<file path="src/rtl/gpio_regbank_pkg.sv">
package gpio_regbank_pkg;

  localparam logic [3:0] GRP_OWN   = 4'h0;
  localparam logic [3:0] GRP_ROUTE = 4'h1;
  localparam logic [3:0] GRP_GCTL  = 4'h7;
  localparam logic [3:0] GRP_STAT  = 4'h8;
  localparam logic [3:0] GRP_EN    = 4'h9;
  localparam logic [1:0] GCTL_WIDX = 2'd3;

  localparam int unsigned PIN_BASE = 32'h100;
  localparam int unsigned ROUTE_W  = 16;
  localparam logic [1:0]  USE_GPIO = 2'b01;

  typedef struct packed {
    logic       out_lvl;
    logic       trig_lvl;
    logic       trig_inv;
    logic       dir_in;
    logic [1:0] use_sel;
    logic       sense_off;
    logic [1:0] pull;
  } pin_cfg_t;

  localparam pin_cfg_t PIN_CFG_RST = '{
    out_lvl:   1'b0,
    trig_lvl:  1'b0,
    trig_inv:  1'b0,
    dir_in:    1'b1,
    use_sel:   USE_GPIO,
    sense_off: 1'b0,
    pull:      2'b00
  };

  // routing-word bit that serves a pin, -1 when the pin has none
  function automatic int route_slot(int pin);
    if (pin >= 8  && pin <= 10) return pin - 8;
    if (pin >= 13 && pin <= 14) return pin - 10;
    if (pin >= 45 && pin <= 55) return pin - 40;
    return -1;
  endfunction

endpackage

</file>
<file path="src/rtl/gpio_in_sync.sv">
module gpio_in_sync #(
  parameter int unsigned WIDTH = 1
) (
  input  logic             clk_i,
  input  logic             rst_ni,
  input  logic [WIDTH-1:0] async_i,
  output logic [WIDTH-1:0] sync_o
);

  logic [WIDTH-1:0] meta_q, sync_q;

  always_ff @(posedge clk_i or negedge rst_ni) begin
    if (!rst_ni) begin
      meta_q <= '0;
      sync_q <= '0;
    end else begin
      meta_q <= async_i;
      sync_q <= meta_q;
    end
  end

  assign sync_o = sync_q;

endmodule

</file>
<file path="src/rtl/gpio_pin_cfg.sv">
module gpio_pin_cfg
  import gpio_regbank_pkg::*;
(
  input  logic        clk_i,
  input  logic        rst_ni,
  input  logic        wr_c1_i,
  input  logic        wr_c2_i,
  input  logic [31:0] wdata_i,
  output pin_cfg_t    cfg_o,
  output logic        oe_o
);

  pin_cfg_t cfg_q;

  always_ff @(posedge clk_i or negedge rst_ni) begin
    if (!rst_ni) begin
      cfg_q <= PIN_CFG_RST;
    end else begin
      if (wr_c1_i) begin
        cfg_q.out_lvl  <= wdata_i[31];
        cfg_q.trig_lvl <= wdata_i[4];
        cfg_q.trig_inv <= wdata_i[3];
        cfg_q.dir_in   <= wdata_i[2];
        cfg_q.use_sel  <= wdata_i[1:0];
      end
      if (wr_c2_i) begin
        cfg_q.sense_off <= wdata_i[2];
        cfg_q.pull      <= wdata_i[1:0];
      end
    end
  end

  assign cfg_o = cfg_q;
  assign oe_o  = (cfg_q.use_sel == USE_GPIO) && !cfg_q.dir_in;

  logic unused_wdata;
  assign unused_wdata = ^wdata_i[30:5];

  assert_oe_after_write_R6: assert property (@(posedge clk_i) disable iff (!rst_ni)
    wr_c1_i |=> (oe_o == (($past(wdata_i[1:0]) == USE_GPIO) && !$past(wdata_i[2]))));

endmodule

</file>
<file path="src/rtl/gpio_bitmaps.sv">
module gpio_bitmaps
  import gpio_regbank_pkg::*;
#(
  parameter int unsigned NUM_PINS = 95
) (
  input  logic                clk_i,
  input  logic                rst_ni,
  input  logic                sel_i,
  input  logic                we_i,
  input  logic [3:0]          grp_i,
  input  logic [1:0]          widx_i,
  input  logic [31:0]         wdata_i,
  input  logic [NUM_PINS-1:0] irq_event_i,
  output logic [NUM_PINS-1:0] own_o,
  output logic [NUM_PINS-1:0] en_o,
  output logic [ROUTE_W-1:0]  route_bits_o,
  output logic                gsel_o,
  output logic                hit_o,
  output logic [31:0]         rd_o
);

  localparam int unsigned NUM_WORDS = (NUM_PINS + 31) / 32;
  localparam int unsigned BM_W      = NUM_WORDS * 32;

  function automatic logic [BM_W-1:0] pin_mask();
    logic [BM_W-1:0] m;
    for (int i = 0; i < BM_W; i++) m[i] = (i < NUM_PINS);
    return m;
  endfunction

  function automatic logic [31:0] pick(logic [BM_W-1:0] vec, logic [1:0] idx);
    logic [31:0] w;
    w = '0;
    for (int k = 0; k < NUM_WORDS; k++)
      if (int'(idx) == k) w = vec[k*32 +: 32];
    return w;
  endfunction

  localparam logic [BM_W-1:0] MASK = pin_mask();

  logic [BM_W-1:0]    own_q, en_q, stat_q;
  logic [ROUTE_W-1:0] route_q;
  logic               gsel_q;
  logic [BM_W-1:0]    word_sel, wmask, wd_rep, evt_ext, clr;
  logic               word_ok, wr_own, wr_en, wr_stat, wr_route, wr_gctl;

  always_comb begin
    for (int w = 0; w < NUM_WORDS; w++)
      word_sel[w*32 +: 32] = {32{int'(widx_i) == w}};
  end

  assign wd_rep   = {NUM_WORDS{wdata_i}};
  assign evt_ext  = BM_W'(irq_event_i);
  assign wmask    = word_sel & MASK;
  assign word_ok  = int'(widx_i) < NUM_WORDS;
  assign wr_own   = sel_i && we_i && grp_i == GRP_OWN  && word_ok;
  assign wr_en    = sel_i && we_i && grp_i == GRP_EN   && word_ok;
  assign wr_stat  = sel_i && we_i && grp_i == GRP_STAT && word_ok;
  assign wr_route = sel_i && we_i && grp_i == GRP_ROUTE && widx_i == 2'd0;
  assign wr_gctl  = sel_i && we_i && grp_i == GRP_GCTL  && widx_i == GCTL_WIDX;
  assign clr      = wr_stat ? (wd_rep & wmask) : '0;

  always_ff @(posedge clk_i or negedge rst_ni) begin
    if (!rst_ni) begin
      own_q   <= '0;
      en_q    <= '0;
      stat_q  <= '0;
      route_q <= '0;
      gsel_q  <= 1'b0;
    end else begin
      if (wr_own)   own_q   <= (own_q & ~wmask) | (wd_rep & wmask);
      if (wr_en)    en_q    <= (en_q  & ~wmask) | (wd_rep & wmask);
      if (wr_route) route_q <= wdata_i[ROUTE_W-1:0];
      if (wr_gctl)  gsel_q  <= wdata_i[0];
      // a new event wins over a same-cycle clear
      stat_q <= ((stat_q & ~clr) | (evt_ext & own_q)) & MASK;
    end
  end

  always_comb begin
    hit_o = 1'b0;
    rd_o  = '0;
    if (sel_i) begin
      unique case (grp_i)
        GRP_OWN:   begin hit_o = word_ok; rd_o = pick(own_q, widx_i);  end
        GRP_EN:    begin hit_o = word_ok; rd_o = pick(en_q, widx_i);   end
        GRP_STAT:  begin hit_o = word_ok; rd_o = pick(stat_q, widx_i); end
        GRP_ROUTE: if (widx_i == 2'd0) begin
                     hit_o = 1'b1;
                     rd_o  = {{(32-ROUTE_W){1'b0}}, route_q};
                   end
        GRP_GCTL:  if (widx_i == GCTL_WIDX) begin
                     hit_o = 1'b1;
                     rd_o  = {31'b0, gsel_q};
                   end
        default: ;
      endcase
    end
  end

  assign own_o        = own_q[NUM_PINS-1:0];
  assign en_o         = en_q[NUM_PINS-1:0];
  assign route_bits_o = route_q;
  assign gsel_o       = gsel_q;

  logic unused_stat;
  assign unused_stat = ^(stat_q & ~MASK) ^ ^(own_q & ~MASK) ^ ^(en_q & ~MASK);

  assert_route_write_R8: assert property (@(posedge clk_i) disable iff (!rst_ni)
    wr_route |=> route_q == $past(wdata_i[ROUTE_W-1:0]));

  for (genvar p = 0; p < NUM_PINS; p++) begin : g_chk
    assert_stat_needs_owner_R9: assert property (@(posedge clk_i) disable iff (!rst_ni)
      $rose(stat_q[p]) |-> $past(own_q[p]));
    assert_stat_w1c_R9: assert property (@(posedge clk_i) disable iff (!rst_ni)
      (wr_stat && wmask[p] && wd_rep[p] && !(evt_ext[p] && own_q[p])) |=> !stat_q[p]);
  end

endmodule

</file>
<file path="src/rtl/gpio_pad_regbank.sv">
module gpio_pad_regbank
  import gpio_regbank_pkg::*;
#(
  parameter int unsigned NUM_PINS = 95,
  parameter int unsigned ADDR_W   = 12
) (
  input  logic                  clk_i,
  input  logic                  rst_ni,
  input  logic [ADDR_W-1:0]     addr_i,
  input  logic [31:0]           wdata_i,
  input  logic                  we_i,
  input  logic                  re_i,
  output logic [31:0]           rdata_o,
  input  logic [NUM_PINS-1:0]   pad_in_i,
  output logic [NUM_PINS-1:0]   pad_out_o,
  output logic [NUM_PINS-1:0]   pad_oe_o,
  output logic [NUM_PINS-1:0]   pad_ie_o,
  output logic [2*NUM_PINS-1:0] pad_pull_o,
  output logic [NUM_PINS-1:0]   sense_o,
  output logic [NUM_PINS-1:0]   trig_level_o,
  output logic [NUM_PINS-1:0]   trig_inv_o,
  output logic [NUM_PINS-1:0]   route_o,
  output logic [NUM_PINS-1:0]   int_en_o,
  input  logic [NUM_PINS-1:0]   irq_event_i,
  output logic                  irq_line_sel_o
);

  localparam int unsigned IDX_W = ADDR_W - 3;

  logic              in_pin, pin_hit, c2_sel, bm_hit;
  logic [ADDR_W-1:0] pin_off;
  logic [IDX_W-1:0]  pin_idx;
  logic [31:0]       bm_rd, pin_word, rd_word, rdata_q;

  logic [NUM_PINS-1:0] sync_lvl, sense_lvl, own, en, wr_c1, wr_c2;
  logic [ROUTE_W-1:0]  route_bits;
  pin_cfg_t            cfg [NUM_PINS];
  pin_cfg_t            sel_cfg;
  logic                sel_sense;

  assign in_pin  = |addr_i[ADDR_W-1:8];
  assign pin_off = addr_i - ADDR_W'(PIN_BASE);
  assign pin_idx = pin_off[ADDR_W-1:3];
  assign pin_hit = in_pin && (pin_idx < IDX_W'(NUM_PINS));
  assign c2_sel  = addr_i[2];

  gpio_in_sync #(.WIDTH(NUM_PINS)) u_sync (
    .clk_i  (clk_i),
    .rst_ni (rst_ni),
    .async_i(pad_in_i),
    .sync_o (sync_lvl)
  );

  for (genvar p = 0; p < NUM_PINS; p++) begin : g_pin
    localparam int SLOT = route_slot(p);

    assign wr_c1[p] = we_i && pin_hit && pin_idx == IDX_W'(p) && !c2_sel;
    assign wr_c2[p] = we_i && pin_hit && pin_idx == IDX_W'(p) &&  c2_sel;

    gpio_pin_cfg u_cfg (
      .clk_i  (clk_i),
      .rst_ni (rst_ni),
      .wr_c1_i(wr_c1[p]),
      .wr_c2_i(wr_c2[p]),
      .wdata_i(wdata_i),
      .cfg_o  (cfg[p]),
      .oe_o   (pad_oe_o[p])
    );

    assign sense_lvl[p]        = sync_lvl[p] & ~cfg[p].sense_off;
    assign pad_out_o[p]        = cfg[p].out_lvl;
    assign pad_ie_o[p]         = ~cfg[p].sense_off;
    assign pad_pull_o[2*p +: 2] = cfg[p].pull;
    assign trig_level_o[p]     = cfg[p].trig_lvl;
    assign trig_inv_o[p]       = cfg[p].trig_inv;

    if (SLOT >= 0) begin : g_rt
      assign route_o[p] = route_bits[SLOT];
    end else begin : g_nort
      assign route_o[p] = 1'b0;
    end

    assert_sense_gated_R7: assert property (@(posedge clk_i) disable iff (!rst_ni)
      (wr_c2[p] && wdata_i[2]) |=> !sense_o[p]);
  end

  assign sense_o  = sense_lvl;
  assign int_en_o = en & own;

  gpio_bitmaps #(.NUM_PINS(NUM_PINS)) u_bm (
    .clk_i       (clk_i),
    .rst_ni      (rst_ni),
    .sel_i       (!in_pin),
    .we_i        (we_i),
    .grp_i       (addr_i[7:4]),
    .widx_i      (addr_i[3:2]),
    .wdata_i     (wdata_i),
    .irq_event_i (irq_event_i),
    .own_o       (own),
    .en_o        (en),
    .route_bits_o(route_bits),
    .gsel_o      (irq_line_sel_o),
    .hit_o       (bm_hit),
    .rd_o        (bm_rd)
  );

  always_comb begin
    sel_cfg   = PIN_CFG_RST;
    sel_sense = 1'b0;
    for (int p = 0; p < NUM_PINS; p++) begin
      if (pin_idx == IDX_W'(p)) begin
        sel_cfg   = cfg[p];
        sel_sense = sense_lvl[p];
      end
    end
  end

  assign pin_word = c2_sel ? {29'b0, sel_cfg.sense_off, sel_cfg.pull}
                           : {sel_cfg.out_lvl, sel_sense, 25'b0, sel_cfg.trig_lvl,
                              sel_cfg.trig_inv, sel_cfg.dir_in, sel_cfg.use_sel};
  assign rd_word  = pin_hit ? pin_word : bm_rd;

  always_ff @(posedge clk_i or negedge rst_ni) begin
    if (!rst_ni)   rdata_q <= '0;
    else if (re_i) rdata_q <= rd_word;
  end

  assign rdata_o = rdata_q;

  logic unused_addr;
  assign unused_addr = ^{addr_i[1:0], pin_off[1:0]};

  assert_unmapped_reads_zero_R12: assert property (@(posedge clk_i) disable iff (!rst_ni)
    (re_i && !pin_hit && !bm_hit) |=> rdata_o == 32'h0);

  assert_rdata_hold_R2: assert property (@(posedge clk_i) disable iff (!rst_ni)
    !re_i |=> $stable(rdata_o));

endmodule

</file>
<file path="config.mk">
export PLATFORM = sky130hd
export DESIGN_NAME = gpio_pad_regbank
export DESIGN_NICKNAME = d
export VERILOG_FILES = /design/src/rtl/gpio_regbank_pkg.sv /design/src/rtl/gpio_in_sync.sv /design/src/rtl/gpio_pin_cfg.sv /design/src/rtl/gpio_bitmaps.sv /design/src/rtl/gpio_pad_regbank.sv
export SDC_FILE = /design/constraint.sdc
export NUM_CORES = 2
export LEC_CHECK = 0
export ABC_AREA = 1
export BUFFER_PORTS_ARGS = -buffer_cell sky130_fd_sc_hd__buf_2
export CAP_MARGIN = 10
export CORE_AREA = 2 2 480 482
export DETAILED_ROUTE_END_ITERATION = 7
export DIE_AREA = 0 0 482 484
export RECOVER_POWER = 25
export SLEW_MARGIN = 20
export SYNTH_ARGS = -nofsm -noshare
export SYNTH_HDL_FRONTEND = slang
export SYNTH_SLANG_ARGS = --single-unit
</file>
<file path="constraint.sdc">
create_clock -name clk_i -period 5.4 [get_ports clk_i]
set_clock_uncertainty 0.15 [all_clocks]
set_input_delay 0.81 -clock clk_i [delete_from_list [all_inputs] [get_ports clk_i]]
set_output_delay 0.81 -clock clk_i [all_outputs]
set_load 0.01 [all_outputs]
</file>
---- Word level (Yosys, flattened, before mapping) ----
Index checks and enable logic that the tools add are counted.
word-level totals
  register bits ........................... 1381
  input port bits ......................... 238
  output and inout bits ................... 983
  word-level logic and storage cells ...... 1774
cells by class
  add/sub/neg operators ................... 1
  order comparisons ....................... 2
  equal/unequal tests ..................... 196
  mux-type cells .......................... 206
  bitwise operators ....................... 201
  reduce and logical (&&, ||, !) cells .... 495
operator list
  operator                                              count
  two-way mux 9 bit                                     95
  logical AND 1 bit                                     393
  two-way mux 32 bit                                    12
  equality test 9 x 6 -> 1 bit (second input constant)  32
  bitwise AND 95 bit                                    3
  equality test 9 x 7 -> 1 bit (second input constant)  31
  bitwise AND 96 bit                                    2
  OR 96 bit                                             2
  equality test 2 x 1 -> 1 bit (second input constant)  95
  one-hot mux 32 bit (5 select lines)                   1
  equality test 9 x 5 -> 1 bit (second input constant)  16
  zero test 1 bit                                       97
  bitwise AND 96 x 95 -> 96 bit                         1
  two-way mux 1 bit                                     96
  NOT 95 -> 96 bit                                      1
  bitwise AND 1 bit                                     95
  two-way mux 95 bit                                    1
  NOT 1 bit                                             95
  NOT 95 bit                                            1
  OR 95 bit                                             1
  equality test 9 x 4 -> 1 bit (second input constant)  8
  equality test 9 x 3 -> 1 bit (second input constant)  4
  equality test 9 x 2 -> 1 bit (second input constant)  2
  two-way mux 16 bit                                    1
  12 further kinds                                      16

---- Longest topological paths before layout ----
  word-level depth ........................ 99
  depth in mapped cells ................... 83
  mapped depth without buffers ............ 83

---- Cells and area by module ----
A second synthesis with hierarchy kept.
unflattened totals
  cells, all modules ...................... 9223
  area, all modules ....................... 67141.9 um^2
modules (own cells, without submodules)
  module            times used  cells an instance  area each (um^2)  seq. area each (um^2)
  gpio_pin_cfg      95          41                 347.8             227.7
  gpio_pad_regbank  1           3239               14838.0           800.8
  gpio_bitmaps      1           1899               14505.2           7557.2
  gpio_in_sync      1           190                4754.6            4754.6

---- Least setup slack after synthesis ----
Ideal clock, no wire load.
  kind .................................... input-to-reg
  start ................................... in addr_i[8]
  end ..................................... reg rdata_q[0] (netlist: rdata_o[0])
  data arrival time ....................... 5.422 ns
  data required time ...................... 5.177 ns
  slack ................................... -0.245 ns
  stages .................................. 79
  path buffers ............................ 1
  path through ............................ inv_2 -> ha_1 -> inv_1 -> nand2_1 -> nand2_2 -> nand3_4 -> inv_2 -> buf_6 -> nand2_2 -> nor2_1 -> o21bai_1 -> nand2_1 -> nand2_1 -> nand3_1 -> nand2_1 -> nand2_1 -> nand2_1 -> nand2_1 -> [... 43 more ...] -> nand3_1 -> nand2_1 -> nand3_1 -> nand2_1 -> nand3_1 -> nand2_1 -> nand3_1 -> nand2_1 -> nand4_1 -> nand2_1 -> nand4_1 -> nor3_2 -> nand4_1 -> nor2_1 -> nand4_1 -> nand2_1 -> nand2_1 -> a21oi_2
between the ends
  longest elaborated chain between the ends .. 99
ends and longest elaborated chain
  what                             RTL line                 source
  start, declared                  gpio_pad_regbank.sv:9    input logic [ADDR_W-1:0] addr_i,
  subtractor 12 x 9 -> 12 bit      gpio_pad_regbank.sv:42   assign pin_off = addr_i - ADDR_W'(PIN_BASE);
  zero test 9 bit                  gpio_pad_regbank.sv:111  if (pin_idx == IDX_W'(p)) begin
  two-way mux 9 bit (95 in a row)  gpio_pad_regbank.sv:111
  two-way mux 32 bit               gpio_pad_regbank.sv:118  assign pin_word = c2_sel ? {29'b0, sel_cfg.sense_off, sel_cfg.pull}
  two-way mux 32 bit *             gpio_pad_regbank.sv:121  assign rd_word = pin_hit ? pin_word : bm_rd;
  end signal, assigned             gpio_pad_regbank.sv:125  else if (re_i) rdata_q <= rd_word;
  end, declared                    gpio_pad_regbank.sv:33   logic [31:0] bm_rd, pin_word, rd_word, rdata_q;
Every way passes the cells marked *; elsewhere a longest branch is shown, timed or not.
A chain may end at the register's enable or synchronous reset.

---- Worst setup path in the final report ----
Same ends and word-level chain as after synthesis.

==> summary.md <==
| Metric | Value |
|---|---|
| Status | `complete, but fails checks` |
| Failing checks | `capacitance limit, slew limit, setup timing` |
| Yosys reg bits | `1379` |
| Min cycle time layout | `7120 ps` |
| Leakage | `41.9 nW` |
| Drt total wl | `343000 um` |
| Sw power | `6.22 mW` |
| Slew @ Worst Pin | `3210 ps` |
| R2R cell count | `52` |
| CTS buffer count | `165` |
| Sequential fraction of the synthesis area | `51.4%` |
| Layout fillers | `23902` |
| Power share of the clock group | `50.1%` |
| Crit Path Category | `input port to flip-flop` |
| Tot Pwr | `24.5 mW` |
| Routed vias | `63868` |
| Hold Violations, Final | `0` |
| PwrDens | `289 nW/um2` |
| Tcrit/Tclk final | `132%` |
| Initial Util | `29.6%` |
| Ys async rst share | `100%` |
| Yosys warnings | `0` |
| Peak per-stage delay on the critical path | `210 ps` |
| Commonest non-fill, non-tap cell in the layout | `nand2_1` |
| Unrepaired setup endpoints after global routing | `true` |
| Worst-Skew Late Latency | `840 ps` |
| Arr. time, crit path | `7690 ps` |
| CTS tree | `built` |
| Crit-path slowest cell | `nand4_1` |
| Clock buffer depth | `3` |
| Final antenna-violating net count | `0` |
| CTS Root Cell | `clkbuf_16` |
| Die Footprint | `233000 um2` |
| GRT met1 Usage | `35.1%` |
| Fin nets | `9944` |
| Clock sinks | `1379` |
| Die W | `482 um` |
| Mapped Cells | `8515` |
| FP Rows | `176` |
| Global Route Usage Sum | `28.6%` |
| Wire per inst | `26.6 um` |
| Hold/Removal Path Class | `input port to flip-flop` |
| RD Place Congestion | `0.999` |
| First-pass GRT wire length | `477000 um` |
| Most frequent cells in the layout | `nand2_1, o21ai_0, dfrtp_1` |
| Number of max-cap violations | `4` |
| Final worst slack | `-1720 ps` |
| HPWL after DPL | `264000 um` |
| Vias in the first global route | `61904` |
| Logic pwr share | `6.4%` |
| Most used DFF post-synth | `dfrtp_1` |
| Share of cells above drive strength 1 | `26.7%` |
| Internal | `18.3 mW` |
| Met2 usage | `44.2%` |
| Most frequent cell on the critical path | `nand4_1` |
| FMAX | `0.140 GHz` |
| Max_slew headroom | `-114%` |
| Drc violations | `0` |
| Setup TNS | `-14330 ps` |
| Grt met3 use | `8.40%` |
| Library cells used by synthesis | `47` |
| DR pass1 iterations | `7` |
| Mean Syn Cell Area | `7.94 um2` |
| Worst setup EP type | `flip-flop` |
| Vias/cell | `4.95` |
| Core box area | `229000 um2` |
| Antenna violations before repair | `72` |
| H-Tree Depth | `4` |
| Dpl cell area | `76700 um2` |
| CP Max Fanout | `6` |
| Top Ports | `1221` |
| Synth-to-Final Area Change | `25.6%` |
| Gr busiest metal | `met2` |
| Hold slack final | `54.3 ps` |
| Number of flops mapped to enable cells by yosys | `0` |
| Peak supply drop | `0.244 mV` |
| Sw Share | `25.4%` |
| Hold Path Depth | `3` |
| I/O Buffers | `1139` |
| Starting DRT DRC Count | `5905` |
| Part of the power in registers | `43.6%` |
| Count of final max-slew check failures | `515` |
| Grt ovf | `0` |
| Die Ht | `484 um` |
| Netlist Area Pre-Place | `67600 um2` |
| CTS clock-pin slew for the worst setup and hold paths | `60 ps` |
| Cell area after layout | `84900 um2` |
| # setup viols final | `87` |
| Largest net degree at the start of global routing | `150` |
| Worst EP required | `5970 ps` |
| Setup crit start kind | `input port` |
[cell families (layout without fill, tap and decap cells)]
group                    count (synthesis)  count (layout)  synth area share [%]
AO/OA/AOI/OAI                         1476            1476                  11.2
buffers and inverters                 1776            3026                  13.6
adder cells (fa/ha/maj)                  3               3                0.0555
AND/OR/NAND/NOR                       3880            3880                  23.8
other                                    1             111               0.00555
flip-flops                            1379            1379                  51.4
[timing repair]
| action | 4_1_cts | 5_1_grt |
|---|---|---|
| pin swaps | 64 | 101 |
| gates resized for setup | 120 | 99 |
| hold endpoints to repair | 201 | 0 |
| setup endpoints to repair | 7 | 7 |
| cloned | 0 | 0 |
| setup buffers | 6 | 5 |
| hold buffers | 144 | 0 |
[power groups by stage]
stage               registers [mW]  clock network [mW]  logic [mW]
finish                        10.7                12.3        1.57
CTS                           10.7                12.4        1.58
floorplan                     10.8                   0       0.593
detailed placement            10.9                   0        1.47
global placement              10.8                   0        1.46
global route                  10.7                12.9        1.71
[cell usage after synthesis, drive strengths merged, types with 2 or more instances]
| cell | count | area [um2] |
|---|---|---|
| a21oi | 123 | 619 |
| a221oi | 14 | 123 |
| nand2 | 2744 | 10300 |
| o21bai | 2 | 15.0 |
| nand4 | 112 | 701 |
| dfrtp | 1189 | 29800 |
| dfstp | 190 | 4990 |
| clkinv | 8 | 30.0 |
| and2 | 2 | 12.5 |
| inv | 730 | 2740 |
| nor3 | 100 | 505 |
| nor4 | 2 | 12.5 |
| ha | 3 | 37.5 |
| o21ai | 1299 | 6500 |
| nand3b | 5 | 37.5 |
| a22o | 26 | 228 |
| clkbuf | 341 | 1280 |
| o22ai | 5 | 31.3 |
| nand3 | 435 | 2190 |
| nor2 | 341 | 1340 |
| a22oi | 2 | 15.0 |
| nor3b | 33 | 248 |
| buf | 697 | 5120 |
| or2 | 105 | 657 |
[metal layers]
layer / wire length, um / vias to the layer above / part of all wire (%)
met5: 292 / - / 0.085
met4: 24200 / 46 / 7.1
met3: 31400 / 677 / 9.2
met2: 153000 / 3044 / 45
met1: 134000 / 31199 / 39
li1: - / 28902 / -
[final cells by class]
| class | count | area (um2) | share of cell area, % |
|---|---|---|---|
| Sequential cell | 1379 | 34700 | 40.9 |
| Multi-Input combinational cell | 5438 | 24800 | 29.2 |
| Timing Repair Buffer | 1981 | 12700 | 14.9 |
| Clock buffer | 226 | 4650 | 5.48 |
| Tap cell | 3026 | 3790 | 4.46 |
| Inverter | 738 | 2820 | 3.32 |
| Clock inverter | 81 | 1330 | 1.56 |
| Antenna cell | 32 | 80.1 | 0.0943 |
[critical path: cells and delay by family]
| kind | cells | cell delay, ps |
|---|---|---|
| buf+inv | 5 | 510 |
| simple gates | 51 | 5460 |
| compound gates | 5 | 690 |
| fa+ha+maj | 1 | 150 |
[path summary, 6_finish.rpt]
| check | startpoint | to | slack (ps) |
|---|---|---|---|
| min | irq_event_i[1] | u_bm.stat_q[1] | 50 |
| max in group asynchronous | rst_ni | g_pin[62].u_cfg.cfg_o[7] | -90 |
| min in group asynchronous | rst_ni | asynchronous set/reset pin | 1360 |
| max | addr_i[8] | rdata_o[0] | -1720 |
| min reg2reg | u_sync.meta_q[86] | u_sync.sync_o[86] | 180 |
| max reg2reg | g_pin[0].u_cfg.cfg_o[0] | rdata_o[0] | -1320 |
[stage by stage]
stage,worst slack (ps),std cells,util (%)
2_1_floorplan,-152,8593,-
3_3_place_gp,-2920,12409,33.5
3_5_place_dp,-2970,12409,33.5
4_1_cts,-1540,12865,37.0
5_1_grt,-2210,12883,37.1
6_report,-1720,12901,37.1
No activity file was read; power rests on OpenSTA's default activity.
